### config.mk
export PLATFORM = sky130hd
export DESIGN_NAME = irqAggTop
export DESIGN_NICKNAME = d
export VERILOG_FILES = /design/src/rtl/irqAggPkg.sv /design/src/rtl/irqAggCtrl.sv /design/src/rtl/irqAggDatapath.sv /design/src/rtl/irqAggTop.sv
export SDC_FILE = /design/constraint.sdc
export NUM_CORES = 1
export LEC_CHECK = 0
export BUFFER_PORTS_ARGS = -buffer_cell sky130_fd_sc_hd__buf_2
export CORE_MARGIN = 1.5
export CORE_UTILIZATION = 30
export DETAILED_ROUTE_END_ITERATION = 8
export GPL_ROUTABILITY_DRIVEN = 0
export GPL_TIMING_DRIVEN = 0
export SETUP_SLACK_MARGIN = 0.5
export SLEW_MARGIN = 10
export SYNTH_ARGS = -nofsm -noshare
export SYNTH_HDL_FRONTEND = slang
export SYNTH_SLANG_ARGS = --single-unit
### constraint.sdc
create_clock -name clk -period 4 [get_ports clk]
set_clock_uncertainty 0.15 [all_clocks]
set_input_delay 0.2 -clock clk [delete_from_list [all_inputs] [get_ports clk]]
set_output_delay 0.2 -clock clk [all_outputs]
set_load 0.01 [all_outputs]
### src/rtl/irqAggPkg.sv
package irqAggPkg;

  typedef enum logic [1:0] {
    SelPend = 2'd0,
    SelMask = 2'd1,
    SelCfg  = 2'd2,
    SelNone = 2'd3
  } regSelT;

  typedef struct packed {
    logic wrPend;
    logic wrMask;
    logic wrCfg;
  } strobeT;

endpackage

### src/rtl/irqAggCtrl.sv
module irqAggCtrl
  import irqAggPkg::*;
#(
  parameter int AddrW = 2
) (
  input  logic             clk,
  input  logic             rstN,
  input  logic [AddrW-1:0] regAddr,
  input  logic             regWrEn,
  output strobeT           strb,
  output regSelT           rdSel
);

  always_comb begin
    strb  = '0;
    rdSel = regSelT'(regAddr[1:0]);
    if (regWrEn) begin
      case (regSelT'(regAddr[1:0]))
        SelPend: strb.wrPend = 1'b1;
        SelMask: strb.wrMask = 1'b1;
        SelCfg:  strb.wrCfg  = 1'b1;
        default: strb = '0;
      endcase
    end
  end

  // at most one register is written per cycle; address 3 writes nothing
  assert_one_target_R9: assert property (@(posedge clk) disable iff (!rstN)
    $onehot0({strb.wrPend, strb.wrMask, strb.wrCfg}));

  assert_unused_addr_R9: assert property (@(posedge clk) disable iff (!rstN)
    (rdSel == SelNone) |-> (strb == '0));

endmodule

### src/rtl/irqAggDatapath.sv
module irqAggDatapath
  import irqAggPkg::*;
#(
  parameter int NumSrc = 8
) (
  input  logic              clk,
  input  logic              rstN,
  input  strobeT            strb,
  input  regSelT            rdSel,
  input  logic [NumSrc-1:0] wrData,
  input  logic [NumSrc-1:0] srcEvent,
  input  logic              lineReq,
  output logic [NumSrc-1:0] rdData,
  output logic              irq0,
  output logic              irq1
);

  logic [NumSrc-1:0] pendQ, pendD, maskQ, clrBits, enabled;
  logic mergeQ, irq0Q, irq1Q;

  assign clrBits = strb.wrPend ? wrData : '0;

  // per-source sticky bit: event has priority over the clear
  for (genvar i = 0; i < NumSrc; i++) begin : gPend
    assign pendD[i] = srcEvent[i] | (pendQ[i] & ~clrBits[i]);
  end

  always_ff @(posedge clk or negedge rstN) begin
    if (!rstN) begin
      pendQ  <= '0;
      maskQ  <= '1;
      mergeQ <= 1'b0;
    end else begin
      pendQ <= pendD;
      if (strb.wrMask) maskQ  <= wrData;
      if (strb.wrCfg)  mergeQ <= wrData[0];
    end
  end

  assign enabled = pendQ & ~maskQ;

  always_ff @(posedge clk or negedge rstN) begin
    if (!rstN) begin
      irq0Q <= 1'b0;
      irq1Q <= 1'b0;
    end else begin
      irq0Q <= (|enabled) | (mergeQ & lineReq);
      irq1Q <= lineReq & ~mergeQ;
    end
  end

  assign irq0 = irq0Q;
  assign irq1 = irq1Q;

  always_comb begin
    case (rdSel)
      SelPend: rdData = pendQ;
      SelMask: rdData = maskQ;
      SelCfg:  rdData = {{(NumSrc-1){1'b0}}, mergeQ};
      default: rdData = '0;
    endcase
  end

  // a set bit only drops when a 1 was written to it
  assert_w1c_only_R4: assert property (@(posedge clk) disable iff (!rstN)
    1'b1 |=> ((($past(pendQ) & ~$past(clrBits)) & ~pendQ) == '0));

  // every event lands in pending, masked or cleared or not
  assert_event_lands_R8: assert property (@(posedge clk) disable iff (!rstN)
    (|srcEvent) |=> ((pendQ & $past(srcEvent)) == $past(srcEvent)));

  // an unmasked pending bit raises line 0 on the next edge
  assert_unmasked_fires_R1: assert property (@(posedge clk) disable iff (!rstN)
    (|enabled) |=> irq0Q);

  // with nothing enabled and no merge, line 0 stays low
  assert_masked_quiet_R6: assert property (@(posedge clk) disable iff (!rstN)
    (!mergeQ && enabled == '0) |=> !irq0Q);

  // merged mode silences line 1
  assert_merge_quiet_R3: assert property (@(posedge clk) disable iff (!rstN)
    mergeQ |=> !irq1Q);

  // unmerged line 1 follows the group-1 request
  assert_line1_follow_R2: assert property (@(posedge clk) disable iff (!rstN)
    (!mergeQ && lineReq) |=> irq1Q);

endmodule

### src/rtl/irqAggTop.sv
module irqAggTop
  import irqAggPkg::*;
#(
  parameter int NumSrc = 8,
  parameter int AddrW  = 2
) (
  input  logic              clk,
  input  logic              rstN,
  input  logic [NumSrc-1:0] srcEvent,
  input  logic              lineReq,
  input  logic [AddrW-1:0]  regAddr,
  input  logic              regWrEn,
  input  logic [NumSrc-1:0] regWrData,
  output logic [NumSrc-1:0] regRdData,
  output logic              irqOut0,
  output logic              irqOut1
);

  strobeT strb;
  regSelT rdSel;

  irqAggCtrl #(.AddrW(AddrW)) uCtrl (
    .clk     (clk),
    .rstN    (rstN),
    .regAddr (regAddr),
    .regWrEn (regWrEn),
    .strb    (strb),
    .rdSel   (rdSel)
  );

  irqAggDatapath #(.NumSrc(NumSrc)) uDp (
    .clk      (clk),
    .rstN     (rstN),
    .strb     (strb),
    .rdSel    (rdSel),
    .wrData   (regWrData),
    .srcEvent (srcEvent),
    .lineReq  (lineReq),
    .rdData   (regRdData),
    .irq0     (irqOut0),
    .irq1     (irqOut1)
  );

endmodule

### Word level (Yosys, flattened, before mapping)

Index checks and enable logic that the tools add are counted.

* register bits after elaboration: 19
* latch bits: 0
* memory bits (writable): 0
* memory bits (read-only): 0
* input port bits: 22
* output and inout bits: 10
* word-level logic and storage cells: 45
* memories: 0

* $add $sub $neg: 0
* $mul: 0
* div/mod/pow operators: 0
* magnitude comparators: 0
* equality and inequality tests: 2
* shift operators: 0
* mux-type cells: 6
* bitwise gates (word level): 30
* reduce and logical (&&, ||, !) cells: 2

Operators with widths (count)
* case mux 8 bit (3 select lines): 1
* bitwise AND 1 bit: 10
* inverter 1 bit: 9
* OR 1 bit: 9
* bitwise AND 8 bit: 1
* two-way mux 8 bit: 1
* inverter 8 bit: 1
* OR reduction 8 bit: 1
* two-way mux 1 bit: 3
* two-way mux 3 bit: 1
* equality test 2 x 1 -> 1 bit, second input constant: 1
* equality test 2 bit, second input constant: 1
* logical NOT 2 bit: 1

### Longest topological paths before layout

* word-level depth: 7
* depth in mapped cells: 4
* depth with buffers taken out: 3

### By module

A second synthesis with hierarchy kept.

* cell total of the unflattened synthesis: 88
* area total of the unflattened synthesis: 932.1 µm²

By module, submodules not included
* irqAggDatapath: instances 1, cells each 83, area an instance 887.1 µm², sequential area each 485.5 µm²
* irqAggCtrl: instances 1, cells each 5, area an instance 45.0 µm², sequential area each 0.0 µm²

### Least setup slack after synthesis

Ideal clock, no wire load.

* kind: reg2reg
* start point: reg uDp.maskQ[7]
* end point: reg uDp.irq0Q, in the netlist uDp.irq0
* library setup time: 0.136 ns
* arrival: 0.998 ns
* path slack: 2.717 ns
* stages on the path, launching flop included: 4
* path buffers: 0
* period minus slack after synthesis: 1.283 ns
* path through: dfstp_2 > nor2b_1 > a2111oi_0 > nand3_1

* word-level cells in the longest chain between the ends: 4

RTL lines
* from (decl): line irqAggDatapath.sv:18 `logic [NumSrc-1:0] pendQ, pendD, maskQ, clrBits, enabled;`
* from (signal assigned): line irqAggDatapath.sv:35 `if (strb.wrMask) maskQ <= wrData;`
* inverter 8 bit: line irqAggDatapath.sv:40 `assign enabled = pendQ & ~maskQ;`
* bitwise AND 8 bit: line irqAggDatapath.sv:40
* OR reduction 8 bit: line irqAggDatapath.sv:47 `irq0Q <= (|enabled) | (mergeQ & lineReq);`
* OR 1 bit: line irqAggDatapath.sv:47
* to (signal assigned): line irqAggDatapath.sv:47
* to (decl): line irqAggDatapath.sv:19 `logic mergeQ, irq0Q, irq1Q;`

Every way passes these cells.
A chain may end at the register's enable or synchronous reset.

### Worst setup path after layout

* start point: reg uDp.maskQ[5]
* end point: out regRdData[5]

* word-level cells in the longest chain between the ends: 1

RTL lines
* case mux 8 bit (3 select lines): line irqAggDatapath.sv:56 `case (rdSel)`
* to (decl): line irqAggTop.sv:14 `output logic [NumSrc-1:0] regRdData,`

Every way passes these cells.

==> impl_metrics.ini <==
[sta]
worst_pin_slew_ns = 0.428
period_share_pct = 37.5
finalCriticalPeriod_ns = 1.50
fin_tns_setup_ns = 0
finalSetupViolCount = 0
fmax_mhz = 667
hold_viol = 0
rsz0062_at_grt = false
slew_headroom_pct = 70.7
worst_slack_ns = 2.50
maxSlewViolCount = 0

[floorplan]
fp.dieArea_um2 = 3590
die_y_um = 59.9
start_util_pct = 31.6
rows = 20
ios = 32
core_region_area_um2 = 3080
fp.dieW_um = 59.9

[placed_design]
io_buffers = 31
dp_hpwl_um = 1500
place_ws_ns = 2.53

[global_route]
grt_pass1_wl_um = 3360
met2_usage_pct = 22.8
antenna_found_initial = 0
grt_max_degree = 20
grt_use_total_pct = 13.0
grt_pass1_vias = 762
grt_use_met3_pct = 2.16
gr-max-usage-layer = met2
grt_use_met1_pct = 14.9
grt_remaining_overflow = 0

[layout]
num-fill-cells = 314
syn_to_final_growth_pct = 40.8
nets = 154
antenna_cells = 0
drive_gt1_share_pct = 42.0

[synthesis]
ys_seq_area_share_pct = 49.9
synth.distinct_cells = 19
synth_cells = 80
yosysWarnings = 0
syn-num-nets = 102
syn_area_per_cell_um2 = 12.2
ys_ff_latch = 19
syn-cell-area_um2 = 972

[setup_path]
worstPathMaxFanout = 3
startpoint_type = register
cp.required_ns = 3.65
path_class = reg -> out
endpoint_kind = primary output
cp_data_arrival_time_ns = 1.15

[power]
p_per_area_nw_per_um2 = 324
p_leak_nw = 0.644
ir_worst_vdd_mv = 0.119

[outcome]
outcome = finished clean

[clock_network]
htree_levels = 1
cts_setup_buffers = 0
clk_latency_ns = 0.29
clkTransAtPathRegs_ns = 0.10
cts_buffers = 3
clock_sinks = 19
cts_tree = done
root_buffer = clkbuf_4
cts_buffer_depth = 2

[route]
routed_wl_um = 2100
drt_iter0_markers = 13
vias_per_cell = 4.37
vias = 764
drc_errors = 0
ant_nets = 0
first_pass_iters = 4
post_drt_wl_per_cell_um = 12.0

[worst_hold_path]
hold_class = in -> reg

[run]
max-cap-violations = 0
==> where the power goes <==
part | total, W | leakage, nW | switching, W | internal, W
clock | 0.0000921 | 0.0150 | 0.0000534 | 0.0000387
sequential | 0.000241 | 0.190 | 0.0000163 | 0.000225
combinational | 0.000110 | 0.439 | 0.0000440 | 0.0000661
==> per-layer routing <==
metal	vias to the layer above	share of wire, %
li1	375	-
met1	368	43
met2	19	52
met3	2	4.1
met4	0	1.3
met5	-	0
==> cell families after synthesis <==
logic type | after synthesis | share of synthesized area [%]
AOI/OAI and AO/OA | 12 | 9.40
buffers and inverters | 7 | 4.25
DFF | 19 | 49.9
muxes | 17 | 21.8
and+or+nand+nor | 25 | 14.7
==> cells in the final DEF, fill, tap and decap left out, types with 4 or more instances in the layout <==
| master | count |
|---|---|
| buf_2 | 31 |
| dlygate4sd3_1 | 16 |
| dfrtp_1 | 11 |
| nand2_1 | 10 |
| mux2i_1 | 8 |
| a21o_1 | 8 |
| mux2_4 | 8 |
| dfstp_2 | 8 |
| nor2_1 | 7 |
| inv_1 | 5 |
| nor2b_1 | 4 |
==> cells in the mapped netlist, drive strengths merged <==
cell type / n / area (µm²)
dfrtp: 11 / 275
nand2: 10 / 37.5
mux2: 9 / 131
a21o: 8 / 60.1
dfstp: 8 / 210
mux2i: 8 / 80.1
nor2: 7 / 26.3
inv: 5 / 18.8
nor2b: 4 / 25.0
buf: 2 / 22.5
a2111oi: 1 / 8.76
a222oi: 1 / 10.0
a22oi: 1 / 7.51
and2b: 1 / 10.0
nand3: 1 / 5.00
nand3b: 1 / 20.0
nor3b: 1 / 18.8
o21ai: 1 / 5.00
==> sequential cells by signal, summed over array words and instances (netlist names) <==
| signal | cells |
|---|---|
| uDp.pendQ | 8 |
| uDp.mergeQ | 1 |
| uDp.irq0 | 1 |
| uDp.irq1 | 1 |
| uDp.maskQ | 8 |
==> critical path: stages (launching register included) <==
cell	delay, ns
dfstp_2	0.56
mux2i_1	0.07
nor2_1	0.10
buf_2	0.14
==> worst paths after layout <==
| check | startpoint | endpoint | slack, ns | depth (start not counted) |
|---|---|---|---|---|
| max in group asynchronous | rstN | uDp.maskQ[6] | 3.15 | 2 |
| min | regWrData[4] | uDp.maskQ[4] | 0.01 | 2 |
| min reg2reg | uDp.mergeQ | uDp.irq1 | 0.34 | 1 |
| max | uDp.maskQ[5] | regRdData[5] | 2.50 | 3 |
| min in group asynchronous | rstN | uDp.pendQ[0] | 0.22 | 2 |
| max reg2reg | uDp.maskQ[7] | uDp.irq0 | 2.58 | 3 |
==> stage by stage <==
| stage | hold WS [ns] | area [µm²] | total power, W | util, % | instances |
|---|---|---|---|---|---|
| floorplan | -0.246 | 972 | 0.000306 | - | 80 |
| detailed placement | 0.0130 | 1180 | 0.000344 | 38.4 | 155 |
| finish | 0.0109 | 1370 | 0.000443 | 44.5 | 175 |
| global placement | 0.00447 | 1180 | 0.000341 | 38.4 | 155 |
| CTS | 0.000477 | 1370 | 0.000452 | 44.5 | 175 |
| global route | 0.00789 | 1370 | 0.000472 | 44.5 | 175 |
==> layout make-up <==
type                            count  area, µm²  area share [%]
Inverter                            5       18.8            1.37
Sequential cell                    19        485            35.5
Multi-Input combinational cell     54        445            32.5
Timing Repair Buffer               47        315            23.0
Tap cell                           44       55.1            4.02
Buffer                              2       22.5            1.65
Clock buffer                        4       26.3            1.92
==> repair_timing <==
action	in CTS	in global routing
hold buffers	16	0
gates resized for setup	0	0
hold endpoints to repair	26	0
No activity file was read; power rests on OpenSTA's default activity.
